<file path="config.mk">
export PLATFORM = sky130hd
export DESIGN_NAME = wake_tick_filter
export DESIGN_NICKNAME = d
export VERILOG_FILES = /design/src/rtl/wake_tick_pkg.sv /design/src/rtl/wtf_target.sv /design/src/rtl/wtf_chan.sv /design/src/rtl/wake_tick_filter.sv
export SDC_FILE = /design/constraint.sdc
export NUM_CORES = 1
export LEC_CHECK = 0
export ABC_AREA = 1
export BUFFER_PORTS_ARGS = -buffer_cell sky130_fd_sc_hd__buf_2
export CAP_MARGIN = 15
export CORE_ASPECT_RATIO = 2
export CORE_MARGIN = 4
export CORE_UTILIZATION = 26
export DETAILED_ROUTE_END_ITERATION = 8
export SLEW_MARGIN = 0
export SYNTH_ARGS = -nofsm -noshare
export SYNTH_HDL_FRONTEND = slang
export SYNTH_SLANG_ARGS = --single-unit
export TNS_END_PERCENT = 50
</file>
<file path="constraint.sdc">
create_clock -name clk -period 2.1 [get_ports clk]
set_input_delay 0.21 -clock clk [delete_from_list [all_inputs] [get_ports clk]]
set_output_delay 0.21 -clock clk [all_outputs]
set_load 0.01 [all_outputs]
</file>
<file path="src/rtl/wake_tick_pkg.sv">
package wake_tick_pkg;
  localparam int unsigned PERIOD_W = 3;
  localparam int unsigned NUM_CH   = 2;
  localparam int unsigned CNT_W    = PERIOD_W + 1;
endpackage

</file>
<file path="src/rtl/wtf_target.sv">
module wtf_target #(
  parameter int unsigned PERIOD_W = 3,
  localparam int unsigned CNT_W = PERIOD_W + 1
) (
  input  logic [PERIOD_W-1:0] period_i,
  output logic                active_o,
  output logic [CNT_W-1:0]    target_o
);
  always_comb begin
    active_o = |period_i;
    target_o = {1'b0, period_i} + {{(CNT_W-1){1'b0}}, 1'b1};
  end

  always_comb begin
    if (active_o) assert_target_range_R3: assert (target_o >= 2);
  end
endmodule

</file>
<file path="src/rtl/wtf_chan.sv">
module wtf_chan #(
  parameter int unsigned CNT_W = 4
) (
  input  logic             clk,
  input  logic             rst_n,
  input  logic             tick_i,
  input  logic             run_i,
  input  logic [CNT_W-1:0] target_i,
  input  logic             pin_i,
  input  logic             clear_i,
  output logic             status_o
);
  logic [CNT_W-1:0] cnt_q, cnt_d, cnt_inc;
  logic             status_q, status_d;
  logic             upd;

  always_comb begin
    cnt_inc  = cnt_q + {{(CNT_W-1){1'b0}}, 1'b1};
    cnt_d    = cnt_q;
    status_d = status_q;
    upd      = clear_i | ~run_i | tick_i;
    if (clear_i) begin
      cnt_d    = '0;
      status_d = 1'b0;
    end else if (!run_i) begin
      cnt_d = '0;
    end else if (tick_i) begin
      if (pin_i) begin
        if (cnt_inc >= target_i) begin
          cnt_d    = target_i;
          status_d = 1'b1;
        end else begin
          cnt_d = cnt_inc;
        end
      end else begin
        cnt_d = '0;
      end
    end
  end

  always_ff @(posedge clk or negedge rst_n) begin
    if (!rst_n) begin
      cnt_q    <= '0;
      status_q <= 1'b0;
    end else if (upd) begin
      cnt_q    <= cnt_d;
      status_q <= status_d;
    end
  end

  assign status_o = status_q;

  assert_clear_wins_R8: assert property (@(posedge clk) disable iff (!rst_n)
    clear_i |=> (!status_q && cnt_q == '0));
  assert_status_sticky_R7: assert property (@(posedge clk) disable iff (!rst_n)
    (status_q && !clear_i) |=> status_q);
  assert_set_only_on_tick_R5: assert property (@(posedge clk) disable iff (!rst_n)
    (!status_q && !tick_i) |=> !status_q);
  assert_idle_no_set_R6: assert property (@(posedge clk) disable iff (!rst_n)
    (!status_q && !run_i) |=> !status_q);
  assert_low_restarts_R4: assert property (@(posedge clk) disable iff (!rst_n)
    (tick_i && run_i && !pin_i) |=> (cnt_q == '0));
endmodule

</file>
<file path="src/rtl/wake_tick_filter.sv">
module wake_tick_filter
  import wake_tick_pkg::*;
(
  input  logic                clk,
  input  logic                rst_n,
  input  logic                tick_i,
  input  logic [PERIOD_W-1:0] period_i,
  input  logic [NUM_CH-1:0]   chan_en_i,
  input  logic                clear_i,
  input  logic [NUM_CH-1:0]   pin_i,
  output logic [NUM_CH-1:0]   status_o,
  output logic                wake_req_o
);
  logic             filt_active;
  logic [CNT_W-1:0] target;

  wtf_target #(.PERIOD_W(PERIOD_W)) target_i (
    .period_i (period_i),
    .active_o (filt_active),
    .target_o (target)
  );

  for (genvar k = 0; k < NUM_CH; k++) begin : g_ch
    wtf_chan #(.CNT_W(CNT_W)) chan_i (
      .clk      (clk),
      .rst_n    (rst_n),
      .tick_i   (tick_i),
      .run_i    (filt_active & chan_en_i[k]),
      .target_i (target),
      .pin_i    (pin_i[k]),
      .clear_i  (clear_i),
      .status_o (status_o[k])
    );
  end

  assign wake_req_o = |status_o;

  assert_wake_rise_on_tick_R7: assert property (@(posedge clk) disable iff (!rst_n)
    $rose(wake_req_o) |-> $past(tick_i));
  assert_off_no_rise_R2: assert property (@(posedge clk) disable iff (!rst_n)
    (period_i == '0 && wake_req_o == 1'b0) |=> !wake_req_o);
endmodule

</file>
==> impl_metrics.csv <==
group,metric,value,unit
outcome,outcome,"completed",
setup_path,required,2230,ps
timing,timing.slew.headroom,77.0,%
route,vias,857,
timing,fin_crit_sh,85.2,%
synth,synth_largest_area_cell,"dfrtp_1",
cells_and_area,diodes,0,
synth,syn_area,923,um2
route,dr.pass1.iters,3,
cts,clock_path_buffers,2,
cts,clkTransAtPathRegs,50,ps
timing,finalSetupViolations,0,
cts,cts_tree,"yes",
placement,gp_congestion,0.788,
synth,netlist_top_cells_area,"dfrtp_1 (27%), nand2_1 (20%), ha_1 (14%)",
timing,finClkSkew,1.23,ps
synth,synthArstFlopShare,100,%
synth,seq_area_frac_synth,27.1,%
setup_path,crit_start,"g_ch[0].chan_i.cnt_q[0]$_DFFE_PN0P_",
min_path,hold_path_class,"in -> reg",
route,drt_iter0_drc,25,
route,ant_nets,0,
placement,place_ws,206,ps
global_routing,antenna_found_initial,0,
cells_and_area,nNetsFinal,173,
timing,worst_slew_pin_slew,344,ps
timing,fin_tns_setup,0,ps
cts,cts-root-buf,"clkbuf_8",
floorplanning,start_util,27.0,%
global_routing,gr-usage-all-layers,10.7,%
setup_path,path_max_fanout,5,
timing,hold_viol_final,0,
synth,netlist.area_leader.share,27.1,%
synth,syn_nets,156,
setup_path,max_stage_delay,440,ps
global_routing,grt_pass1_vias,898,
cts,cts_setup_buffers,0,
job,cap_viol_max_count,0,
placement,post-dp-hpwl,1.84,mm
global_routing,grt_overflow,0,
cts,cts_sinks,10,
floorplanning,dieArea,4630,um2
synth,synth_ff_type,"dfrtp_1",
pwr,power.density,521,nW/um2
synth,synth_most_common_cell,"nand2_1",
floorplanning,fp.dieH,92.3,um
setup_path,path_cells,"ha_1 > ha_1 > a21oi_1 > nand2_1 > nand2_2 > nand3_1 > nand3_1 > nand2_1",
timing,drv_slew,0,
synth,synthesis.instances,135,
synth,ys_warn_count,0,
setup_path,rr_worst_depth,8,
floorplanning,core,3420,um2
timing,setup_ws,312,ps
cells_and_area,drive_above_1_share,21.2,%
setup_path,cp-end-kind,"flop",
setup_path,crit_end,"g_ch[0].chan_i.cnt_q[2]$_DFFE_PN0P_",
setup_path,cp_top_family,"adder cells",
setup_path,timing.rr.start,"g_ch[0].chan_i.cnt_q[0]$_DFFE_PN0P_",
synth,avgSynthCellArea,6.84,um2
route,wl_per_cell,10.8,um
timing,rsz0062_at_grt,"no",
timing,min_period,1790,ps
synth,synthTopCellsByCount,"nand2_1 (50), nand3_1 (20), inv_1 (19)",
setup_path,r2r-end,"g_ch[0].chan_i.cnt_q[2]$_DFFE_PN0P_",
cts,worstSkewPairLatency,230,ps
setup_path,cp_num_buf_inv,0,
floorplanning,core.rowCount,30,
route,routed_wirelength,2.16,mm
placement,portBuffers,13,
synth,synth_edf_count,0,
global_routing,grt_pass1_wl,3.88,mm
setup_path,critPathLaunchType,"flop",
pwr,p_leak,0.637,nW
setup_path,cp.depth,8,
global_routing,grt_start_max_net_pins,11,
cells_and_area,syn2layout_area_growth,19.0,%
setup_path,critPathKind,"reg -> reg",
route,drc,0,
floorplanning,die-width,50.1,um
cts,cts_made_buffers,3,
synth,ys_ff_latch,10,
timing,fmax,559,MHz
setup_path,reg2reg_slack,310,ps
cts,htreeDepth,1,
setup_path,crit_slowest_cell,"dfrtp_1",
synth,synth_cell_types,17,
floorplanning,ios,14,
route,post_drt_via_cell_ratio,4.31,
setup_path,arrival,1910,ps
pwr,irDropWorstVdd,304,uV
==> kinds of logic (layout without fill, tap and decap cells) <==
kind of cell | after synthesis | after routing | share of synthesized area, %
DFF | 10 | 10 | 27.1
xor gates and xnor gates | 2 | 2 | 1.90
buffers and inverters | 24 | 40 | 10.6
adders and majority gates | 10 | 10 | 13.6
AOI/OAI and AO/OA | 6 | 6 | 4.07
and+or+nand+nor | 83 | 83 | 42.8
==> worst min-delay path by stage <==
stage,from,endpoint,slack (ps),cells after the start
2_1_floorplan,rst_n,g_ch[0].chan_i.cnt_q[0]$_DFFE_PN0P_,-90,0
4_1_cts,clear_i,g_ch[1].chan_i.status_o$_DFFE_PN0P_,250,2
3_5_place_dp,rst_n,g_ch[1].chan_i.status_o$_DFFE_PN0P_,90,1
3_3_place_gp,rst_n,g_ch[0].chan_i.status_o$_DFFE_PN0P_,90,1
5_1_grt,clear_i,g_ch[1].chan_i.status_o$_DFFE_PN0P_,260,2
6_report,clear_i,g_ch[1].chan_i.status_o$_DFFE_PN0P_,250,2
==> layer usage <==
metal / GRT usage [%] / share of wire, %
met2: 22.8 / 64
met5: 0 / 0
met1: 9.73 / 34
met3: 1.14 / 1.1
met4: 3.00 / 1.2
==> sequential cells by signal, indices dropped and copies added (netlist names) <==
signal / flops
g_ch.chan_i.cnt_q: 8
g_ch.chan_i.status_o: 2
==> cells in the final DEF, fill, tap and decap left out, drive strengths merged <==
master	instances
nand2	58
inv	22
nand3	20
buf	13
ha	10
dfrtp	10
clkbuf	4
a21oi	4
xor2	2
nor2	2
o21ai	2
nor4b	1
or2	1
nor3	1
dlygate4sd3	1
==> per-stage QoR <==
stage / util, % / cells / area (um2) / total power, mW / hold WS, ps
floorplan: - / 135 / 923 / 0.293 / -85.6
global placement: 30.3 / 194 / 1030 / 0.333 / 89.8
detailed placement: 30.3 / 194 / 1030 / 0.333 / 88.6
CTS: 32.2 / 199 / 1100 / 0.581 / 245
global route: 32.2 / 199 / 1100 / 0.608 / 262
finish: 32.2 / 199 / 1100 / 0.572 / 247
==> timing repair <==
item                      4_1_cts  5_1_grt
gates resized for setup         0        0
hold endpoints to repair       10        0
hold buffers                    1        0
==> report_power, final <==
group	internal (mW)	switching (mW)
Combinational	0.0466	0.0809
Clock	0.165	0.0775
Sequential	0.197	0.00500
Total	0.409	0.163
==> layout make-up <==
| cell class | instances | area, um2 |
|---|---|---|
| fillers | 377 | 2320 |
| flip-flops and latches | 10 | 250 |
| inverters | 22 | 82.6 |
| well taps | 48 | 60.1 |
| clock buffers | 4 | 55.1 |
| multi-input cells | 101 | 576 |
| repair buffers | 14 | 75.1 |
Note: power is estimated with default switching activity, not from simulation.
